File: config.mk
export PLATFORM = sky130hd
export DESIGN_NAME = nand_ready_poller
export DESIGN_NICKNAME = d
export VERILOG_FILES = /design/src/rtl/nrp_pkg.sv /design/src/rtl/nrp_tick_timer.sv /design/src/rtl/nrp_elapsed.sv /design/src/rtl/nrp_status_decode.sv /design/src/rtl/nand_ready_poller.sv
export SDC_FILE = /design/constraint.sdc
export NUM_CORES = 1
export LEC_CHECK = 0
export BUFFER_PORTS_ARGS = -buffer_cell sky130_fd_sc_hd__buf_2
export CAP_MARGIN = 5
export CORE_UTILIZATION = 44
export DETAILED_ROUTE_END_ITERATION = 7
export MAX_ROUTING_LAYER = met4
export PLACE_DENSITY = 0.77
export SLEW_MARGIN = 20
export SYNTH_ARGS = -nofsm -noshare
export SYNTH_HDL_FRONTEND = slang
export SYNTH_SLANG_ARGS = --single-unit
File: constraint.sdc
create_clock -name clk -period 1.85 [get_ports clk]
set_clock_uncertainty 0.15 [all_clocks]
set_input_delay 0.0925 -clock clk [delete_from_list [all_inputs] [get_ports clk]]
set_output_delay 0.0925 -clock clk [all_outputs]
set_load 0.01 [all_outputs]
File: src/rtl/nrp_pkg.sv
package nrp_pkg;

  typedef enum logic [1:0] {
    OP_READ  = 2'd0,
    OP_PROG  = 2'd1,
    OP_ERASE = 2'd2,
    OP_RESET = 2'd3
  } nrp_op_e;

  typedef struct packed {
    logic       busy;
    logic       erase_fail;
    logic       prog_fail;
    logic [1:0] ecc;
  } nrp_flags_t;

  localparam logic [7:0] GET_FEATURE_OPCODE = 8'h0F;
  localparam logic [7:0] STATUS_REG_ADDR    = 8'hC0;

  localparam int unsigned BUSY_BIT   = 0;
  localparam int unsigned EFAIL_BIT  = 2;
  localparam int unsigned PFAIL_BIT  = 3;
  localparam int unsigned ECC_LO_BIT = 4;

  function automatic int unsigned max4(input int unsigned a, input int unsigned b,
                                       input int unsigned c, input int unsigned d);
    int unsigned m;
    m = a;
    if (b > m) m = b;
    if (c > m) m = c;
    if (d > m) m = d;
    return m;
  endfunction

endpackage

File: src/rtl/nrp_tick_timer.sv
module nrp_tick_timer #(
  parameter int unsigned W = 8
) (
  input  logic         clk,
  input  logic         rst,
  input  logic         load,
  input  logic [W-1:0] load_val,
  input  logic         run,
  input  logic         tick,
  output logic         expire
);

  logic [W-1:0] cnt_q;

  always_ff @(posedge clk) begin
    if (rst) begin
      cnt_q <= '0;
    end else if (load) begin
      cnt_q <= load_val;
    end else if (run && tick && cnt_q != '0) begin
      cnt_q <= cnt_q - W'(1);
    end
  end

  assign expire = run && tick && (cnt_q == W'(1));

  // a single expiry per loaded interval
  p_single_expire_r2: assert property (@(posedge clk) disable iff (rst)
    expire |=> !expire);

endmodule

File: src/rtl/nrp_elapsed.sv
module nrp_elapsed #(
  parameter int unsigned LIMIT = 400000
) (
  input  logic clk,
  input  logic rst,
  input  logic clr,
  input  logic run,
  input  logic tick,
  output logic over
);

  localparam int unsigned W = $clog2(LIMIT + 1);
  localparam logic [W-1:0] LIM = W'(LIMIT);

  logic [W-1:0] cnt_q;

  always_ff @(posedge clk) begin
    if (rst || clr) begin
      cnt_q <= '0;
    end else if (run && tick && cnt_q != LIM) begin
      cnt_q <= cnt_q + W'(1);
    end
  end

  assign over = (cnt_q == LIM);

  // the elapsed count saturates and never wraps
  p_saturate_r7: assert property (@(posedge clk) disable iff (rst)
    (over && !clr) |=> over);

endmodule

File: src/rtl/nrp_status_decode.sv
module nrp_status_decode
  import nrp_pkg::*;
(
  input  logic [7:0] status,
  output nrp_flags_t flags
);

  logic [1:0] raw_ecc;

  always_comb begin
    raw_ecc          = status[ECC_LO_BIT +: 2];
    flags.busy       = status[BUSY_BIT];
    flags.erase_fail = status[EFAIL_BIT];
    flags.prog_fail  = status[PFAIL_BIT];
    flags.ecc        = (raw_ecc == 2'd3) ? 2'd2 : raw_ecc;
  end

endmodule

File: src/rtl/nand_ready_poller.sv
module nand_ready_poller
  import nrp_pkg::*;
#(
  parameter int unsigned INIT_READ_US  = 6,
  parameter int unsigned POLL_READ_US  = 5,
  parameter int unsigned INIT_PROG_US  = 75,
  parameter int unsigned POLL_PROG_US  = 15,
  parameter int unsigned INIT_ERASE_US = 250,
  parameter int unsigned POLL_ERASE_US = 50,
  parameter int unsigned INIT_RESET_US = 5,
  parameter int unsigned POLL_RESET_US = 5,
  parameter int unsigned TIMEOUT_US    = 400000
) (
  input  logic       clk,
  input  logic       rst,
  input  logic       start,
  input  logic [1:0] start_op,
  input  logic       us_tick,
  output logic       desc_valid,
  input  logic       desc_ready,
  output logic [7:0] desc_opcode,
  output logic [7:0] desc_addr,
  input  logic       rsp_valid,
  input  logic [7:0] rsp_data,
  output logic       done,
  output logic [7:0] res_status,
  output logic       res_busy,
  output logic       res_erase_fail,
  output logic       res_prog_fail,
  output logic       res_timeout,
  output logic [1:0] res_ecc
);

  localparam int unsigned MAX_INIT = max4(INIT_READ_US, INIT_PROG_US, INIT_ERASE_US, INIT_RESET_US);
  localparam int unsigned MAX_POLL = max4(POLL_READ_US, POLL_PROG_US, POLL_ERASE_US, POLL_RESET_US);
  localparam int unsigned MAX_DLY  = (MAX_INIT > MAX_POLL) ? MAX_INIT : MAX_POLL;
  localparam int unsigned DLY_W    = $clog2(MAX_DLY + 1);
  localparam int unsigned N_OPS    = 4;

  typedef enum logic [1:0] {S_IDLE, S_WAIT, S_ISSUE, S_RESP} state_e;

  function automatic int unsigned init_of(input int unsigned k);
    case (k)
      0:       return INIT_READ_US;
      1:       return INIT_PROG_US;
      2:       return INIT_ERASE_US;
      default: return INIT_RESET_US;
    endcase
  endfunction

  function automatic int unsigned poll_of(input int unsigned k);
    case (k)
      0:       return POLL_READ_US;
      1:       return POLL_PROG_US;
      2:       return POLL_ERASE_US;
      default: return POLL_RESET_US;
    endcase
  endfunction

  logic [DLY_W-1:0] init_tab [N_OPS];
  logic [DLY_W-1:0] poll_tab [N_OPS];

  for (genvar g = 0; g < N_OPS; g++) begin : g_delay_tab
    assign init_tab[g] = DLY_W'(init_of(g));
    assign poll_tab[g] = DLY_W'(poll_of(g));
  end

  state_e     state_q;
  logic [1:0] op_q;
  logic       over;
  logic       expire;
  logic       tmr_load;
  logic [DLY_W-1:0] tmr_val;
  nrp_flags_t flags;
  logic       rsp_take;
  logic       rsp_busy;

  assign rsp_take = (state_q == S_RESP) && rsp_valid;
  assign rsp_busy = rsp_data[BUSY_BIT];

  always_comb begin
    tmr_load = 1'b0;
    tmr_val  = poll_tab[op_q];
    if (state_q == S_IDLE) begin
      tmr_load = start;
      tmr_val  = init_tab[start_op];
    end else if (rsp_take && rsp_busy && !over) begin
      tmr_load = 1'b1;
    end
  end

  nrp_tick_timer #(.W(DLY_W)) u_timer (
    .clk      (clk),
    .rst      (rst),
    .load     (tmr_load),
    .load_val (tmr_val),
    .run      (state_q == S_WAIT),
    .tick     (us_tick),
    .expire   (expire)
  );

  nrp_elapsed #(.LIMIT(TIMEOUT_US)) u_elapsed (
    .clk  (clk),
    .rst  (rst),
    .clr  (state_q == S_IDLE),
    .run  (state_q != S_IDLE),
    .tick (us_tick),
    .over (over)
  );

  nrp_status_decode u_decode (
    .status (rsp_data),
    .flags  (flags)
  );

  always_ff @(posedge clk) begin
    if (rst) begin
      state_q        <= S_IDLE;
      op_q           <= 2'd0;
      done           <= 1'b0;
      res_status     <= '0;
      res_busy       <= 1'b0;
      res_erase_fail <= 1'b0;
      res_prog_fail  <= 1'b0;
      res_timeout    <= 1'b0;
      res_ecc        <= '0;
    end else begin
      done <= 1'b0;
      case (state_q)
        S_IDLE: begin
          if (start) begin
            op_q    <= start_op;
            state_q <= S_WAIT;
          end
        end
        S_WAIT: begin
          if (expire) state_q <= S_ISSUE;
        end
        S_ISSUE: begin
          if (desc_ready) state_q <= S_RESP;
        end
        S_RESP: begin
          if (rsp_valid) begin
            if (rsp_busy && !over) begin
              state_q <= S_WAIT;
            end else begin
              state_q        <= S_IDLE;
              done           <= 1'b1;
              res_status     <= rsp_data;
              res_busy       <= flags.busy;
              res_erase_fail <= flags.erase_fail;
              res_prog_fail  <= flags.prog_fail;
              res_ecc        <= flags.ecc;
              res_timeout    <= rsp_busy;
            end
          end
        end
        default: state_q <= S_IDLE;
      endcase
    end
  end

  assign desc_valid  = (state_q == S_ISSUE);
  assign desc_opcode = GET_FEATURE_OPCODE;
  assign desc_addr   = STATUS_REG_ADDR;

  p_desc_hold_r3: assert property (@(posedge clk) disable iff (rst)
    (desc_valid && !desc_ready) |=> desc_valid);

  p_done_pulse_r9: assert property (@(posedge clk) disable iff (rst)
    done |=> !done);

  p_no_desc_with_done_r9: assert property (@(posedge clk) disable iff (rst)
    done |-> !desc_valid);

  p_ecc_legal_r6: assert property (@(posedge clk) disable iff (rst)
    done |-> (res_ecc != 2'd3));

  p_timeout_busy_r7: assert property (@(posedge clk) disable iff (rst)
    (done && res_timeout) |-> res_busy);

  p_ready_not_busy_r5: assert property (@(posedge clk) disable iff (rst)
    (done && !res_timeout) |-> !res_busy);

  p_start_ignored_r8: assert property (@(posedge clk) disable iff (rst)
    (start && state_q != S_IDLE) |=> $stable(op_q));

endmodule

# ---- Word-level counts from Yosys, hierarchy flattened
# Cells that the tools add are included.
dict set report word_totals {
  ff_bits 45
  in_bits 16
  out_inout_bits 32
}
dict set report classes {
  add_sub_neg 2
  n_lt_le_gt_ge 2
  n_eq_ne 11
  n_mux 19
  bitwise_logic 5
  reduce_logical 19
}
# cell count
set ops {}
lappend ops {{2-to-1 mux 8 bit} 7}
lappend ops {{binary-select mux 8 bit (select 2 bit)} 2}
lappend ops {{adder 19 x 1 -> 19 bit, second input constant} 1}
lappend ops {{equality test 19 bit, second input constant} 1}
lappend ops {{!= test 19 bit, second input constant} 1}
lappend ops {{2-to-1 mux 2 bit} 5}
lappend ops {{logical AND 1 bit} 9}
lappend ops {{equality test 8 x 1 -> 1 bit, second input constant} 1}
lappend ops {{one-hot mux 2 bit (4 select lines)} 1}
lappend ops {{nonzero test 8 bit} 1}
lappend ops {{subtractor 8 x 1 -> 8 bit, second input constant} 1}
lappend ops {{equality test 2 bit, second input constant} 3}
lappend ops {{greater-or-equal comparator 3 bit, second input constant} 2}
lappend ops {{!= test 2 bit, second input constant} 3}
lappend ops {{NOT 2 -> 3 bit} 2}
lappend ops {{2-to-1 mux 1 bit} 4}
lappend ops {{AND reduction 4 bit} 1}
lappend ops {{nonzero test 2 bit} 2}
lappend ops {{NOT 1 bit} 3}
lappend ops {{AND reduction 3 bit} 1}
lappend ops {{OR reduction 3 bit} 1}
lappend ops {{equality test 2 x 1 -> 1 bit, second input constant} 1}
lappend ops {{zero test 2 bit} 1}
lappend ops {{!= test 2 x 1 -> 1 bit, second input constant} 1}
lappend ops {{3 further kinds} 3}

# ---- Longest topological paths before layout
dict set report depth {
  ltp_word 7
  ltp_mapped 8
}

# ---- Cells and area by module
# Synthesis repeated with hierarchy kept, for this count alone.
dict set report hier_totals {
  hier_cells 305
  hier_area_um2 2544.9
}
# mod instances cells_per_inst area_per_inst_um2 seq_area_each_um2
set by_module_without_submodules {}
lappend by_module_without_submodules {nand_ready_poller 1 129 1063.5 360.3}
lappend by_module_without_submodules {nrp_elapsed 1 109 944.7 380.4}
lappend by_module_without_submodules {nrp_tick_timer 1 62 504.2 160.2}
lappend by_module_without_submodules {nrp_status_decode 1 5 32.5 0.0}

# ---- Worst setup path after synthesis
# Ideal clock, no wire load.
dict set report synth_path {
  path_kind {reg2reg}
  start {reg state_q[0]}
  end {reg u_elapsed.cnt_q[18]}
  setup_ns 0.128
  arrival_time_ns 1.659
  slack_ns -0.087
  path_stages_with_launch 8
  synth_period_minus_slack_ns 1.937
  path_cell_list {dfxtp_1 > inv_1 > ha_1 > and3b_1 > nand4_1 > nor4_1 > xnor2_1 > nor2_1}
}
dict set report synth_between {
  elab_chain_len 3
  word_cells_on_any_way 5
  classes_between {5 x reduce/logical}
}
# item line
set synth_lines {}
lappend synth_lines {{start: declaration} nand_ready_poller.sv:68} ;# state_e state_q;
lappend synth_lines {{start signal: assignment} nand_ready_poller.sv:118} ;# state_q <= S_IDLE;
lappend synth_lines {{start signal: assignment} nand_ready_poller.sv:133} ;# state_q <= S_WAIT;
lappend synth_lines {{start signal: assignment} nand_ready_poller.sv:137} ;# if (expire) state_q <= S_ISSUE;
lappend synth_lines {{nonzero test 2 bit} nand_ready_poller.sv:106} ;# .run (state_q != S_IDLE),
lappend synth_lines {{logical AND 1 bit (2 in series)} nrp_elapsed.sv:20} ;# end else if (run && tick && cnt_q != LIM) begin
lappend synth_lines {{end signal: assignment} nrp_elapsed.sv:21} ;# cnt_q <= cnt_q + W'(1);
lappend synth_lines {{end: declaration} nrp_elapsed.sv:15} ;# logic [W-1:0] cnt_q;
# Several ways; a longest one is shown, not always the timed one.
# A chain may end at the register's enable or synchronous reset.

# ---- Worst setup path in the final report
dict set report layout_path {
  start {reg u_elapsed.cnt_q[0]}
  end {reg u_timer.cnt_q[4]}
}
dict set report layout_between {
  elab_chain_len 6
  word_cells_on_any_way 7
  classes_between {1 x eq/ne; 3 x mux; 3 x reduce/logical}
}
# item line
set layout_lines {}
lappend layout_lines {{equality test 19 bit *} nrp_elapsed.sv:25} ;# assign over = (cnt_q == LIM);
lappend layout_lines {{zero test 1 bit *} nand_ready_poller.sv:87} ;# end else if (rsp_take && rsp_busy && !over) begin
lappend layout_lines {{logical AND 1 bit *} nand_ready_poller.sv:87}
lappend layout_lines {{2-to-1 mux 1 bit *} nand_ready_poller.sv:87}
lappend layout_lines {{2-to-1 mux 1 bit *} nand_ready_poller.sv:84} ;# if (state_q == S_IDLE) begin
lappend layout_lines {{2-to-1 mux 8 bit / nonzero test 2 bit (equally long branches)} --}
lappend layout_lines {{end signal: assignment} nrp_tick_timer.sv:19} ;# cnt_q <= load_val;
lappend layout_lines {{end signal: assignment} nrp_tick_timer.sv:21} ;# cnt_q <= cnt_q - W'(1);
lappend layout_lines {{end: declaration} nrp_tick_timer.sv:13} ;# logic [W-1:0] cnt_q;
# Mark *: on every way between the ends. The rest lies on a longest branch, timed or not.

==> out/qor.yml <==
floorplan:
  die_x_um: 76.7
  num_io_pins: 48
  dieArea_um2: 5880
  die_h_um: 76.7
  initial_core_util: 0.469
  fp-row-count: 26
  core-area_um2: 5240
clock_tree:
  htreeDepth: 2
  clk_latency_ns: 0.31
  cts_buffers: 5
  root_buffer: "clkbuf_8"
  clock_sinks: 42
  cts_tree: "done"
  cts_max_path_buffers: 2
  clkSlewWorstSetupHoldPaths_ns: 0.08
detailed_routing:
  vias: 2357
  drc_errors: 0
  viasPerCell: 5.38
  routed_wl_um: 6440
  firstDrtPassIters: 4
  drt_iter0_markers: 98
  final_antenna_net_count: 0
  route.detailed.wl_per_inst_um: 14.7
timing:
  min_period_ns: 1.92
  holdWs_ns: 0.0625
  timing.final.ws_setup_ns: -0.0709
  min_period_over_period: 1.04
  fmax_mhz: 521
  finalSetupViolCount: 2
  drv_slew: 0
  rsz0062_at_grt: "true"
  hold_violations: 0
pwr:
  leakagePower_nw: 1.36
  peakVddDrop_v: 0.000585
  total_power_mw: 3.08
  power_density_nw_per_um2: 934
placed_design:
  dpl.hpwl_um: 3940
  portBuffers: 31
  dp.cells: 410
  gp_congestion: 0.879
  dp_slack_ns: -0.0334
worst_setup_path:
  path_delay_family: "compound AO/OA/AOI/OAI gates"
  critPathCaptureType: "register"
  worstSetupPathType: "register to register"
  slowest_stage: "a2111oi_2"
  worstPathMaxFanout: 5
  crit_chain: "inv_2, ha_1, and4b_1, nand3_4, o21a_4, a2111oi_2, nor4_1"
  cp_slowest_stage_delay_ns: 0.42
  worstPathArrival_ns: 1.95
  critPathBufInv: 1
  critPathRequiredTime_ns: 1.88
  startpoint_type: "register"
finish:
  syn_to_final_growth_pct: 34.5
  fill_cells: 428
  final_cell_count_no_fill: 438
  nets: 397
  diodes: 0
  drive_gt1_frac: 0.342
synthesis:
  ys_async_sr_fraction: 0
  syn-cell-area_um2: 2450
  synth_largest_area_cell: "dfxtp_1"
  syn_avg_cell_area_um2: 8.44
  ys_seq_elements: 42
  synth_seq_area_share: 0.343
  synth_warnings: 0
  synth_edf_count: 0
  syn_inst: 291
  synthDistinctLibCells: 54
  synth_top_area_frac: 0.343
  ys.flop_type: "dfxtp_1"
  synth_area_leaders: "dfxtp_1, ha_1, buf_4, nor2_1, xnor2_1"
grt:
  grt_overflow: 0
  first_global_vias: 2140
  grt_start_max_net_pins: 20
  track_usage: 0.208
  grt_pass1_wl_um: 9600
  antenna_found_initial: 0
min_path:
  hold_class: "input pin to register"
outcome:
  outcome: "finished with violations"
  failed_checks: "negative setup slack"
run:
  drv_cap: 0
==> area by class of cell <==
| cell class | instances | area, um^2 | area share |
|---|---|---|---|
| clock buffer | 6 | 72.6 | 0.0220 |
| clock inverter | 2 | 13.8 | 0.00417 |
| inverter | 17 | 66.3 | 0.0201 |
| multi-input combinational | 213 | 1590 | 0.481 |
| sequential | 42 | 848 | 0.257 |
| tap | 70 | 87.6 | 0.0265 |
| timing repair buffer | 88 | 624 | 0.189 |
==> logic make-up (layout without fill, tap and decap cells) <==
kind of cell | after synthesis | after routing | synth area share
simple gates | 104 | 104 | 0.232
other cells | 2 | 16 | 0.00306
xor+xnor | 17 | 17 | 0.0607
compound gates | 59 | 59 | 0.161
fa+ha+maj | 14 | 14 | 0.0714
buf+inv | 50 | 113 | 0.117
mux | 3 | 3 | 0.0122
flops | 42 | 42 | 0.343
==> report_power, final <==
part,total (mW),switching [mW],internal [mW]
Combinational,1.35,0.696,0.650
Sequential,1.13,0.123,1.01
Clock,0.606,0.339,0.267
Total,3.08,1.16,1.92
==> state kept, by name, summed over array words and instances (netlist names) <==
name and count:
res_ecc 2, op_q 2, state_q 2, u_elapsed.cnt_q 19, res_status 8, u_timer.cnt_q 8, done 1
==> tightest hold or removal path, cell delays in order <==
cell and delay (ns):
buf_2 0.14, o211ai_1 0.10, xor2_1 0.07, nor2_1 0.08
==> synth_stat cells (5+ instances only) <==
| library cell | count |
|---|---|
| inv_1 | 17 |
| nor4_1 | 6 |
| buf_4 | 21 |
| nand3_1 | 14 |
| ha_1 | 14 |
| nor2_1 | 28 |
| xnor2_1 | 12 |
| dfxtp_1 | 42 |
| a21oi_1 | 18 |
| xor2_1 | 5 |
| nand2_1 | 15 |
| nor3_1 | 10 |
| clkbuf_1 | 5 |
| o21ai_0 | 15 |
==> layout by cell type (no fill, tap or decap), types with 12 or more instances in the layout <==
| cell | instances |
|---|---|
| buf_2 | 33 |
| nand3_1 | 13 |
| dfxtp_1 | 38 |
| xnor2_1 | 12 |
| conb_1 | 16 |
| o21ai_0 | 14 |
| a21oi_1 | 17 |
| nor2_1 | 27 |
| inv_1 | 14 |
| buf_4 | 39 |
| nand2_1 | 14 |
==> layer usage <==
metal	wire length [um]	vias to the layer above	share of wire	global-route usage
li1	-	1142	-	-
met1	2730	1138	0.42	0.239
met2	3360	64	0.52	0.363
met3	229	13	0.036	0.0393
met4	126	0	0.020	0.0673
met5	0	-	0	-
==> timing repair <==
item                                    4_1_cts  5_1_grt
endpoints found under the setup margin       11       35
cloned                                        0        3
hold endpoints to repair                     16        0
pin swaps                                     3       17
hold buffers                                 11        0
gates resized for setup                      14       39
buffers inserted                              0        6
==> path summary, 6_finish.rpt <==
path                                                      start                               to  slack (ns)  depth (start not counted)
worst min register to register       res_status[1]$_SDFFE_PP0P_       res_status[1]$_SDFFE_PP0P_        0.33                          2
worst max-delay path            u_elapsed.cnt_q[0]$_SDFFE_PP0P_    u_timer.cnt_q[4]$_SDFFE_PP0P_       -0.07                          7
worst min-delay path                                    us_tick  u_elapsed.cnt_q[2]$_SDFFE_PP0P_        0.06                          4
worst max register to register  u_elapsed.cnt_q[0]$_SDFFE_PP0P_    u_timer.cnt_q[4]$_SDFFE_PP0P_       -0.07                          7
==> metrics by stage <==
stage / setup TNS, ns / instance area [um^2] / utilization
after floorplan: 0 / 2520 / -
after global placement: 0 / 2810 / 0.537
after detailed placement: -0.0742 / 2810 / 0.537
after CTS: -0.0665 / 3070 / 0.587
after global routing: -1.22 / 3300 / 0.630
final: -0.0737 / 3300 / 0.630
Power figures use the tool's default switching activity.
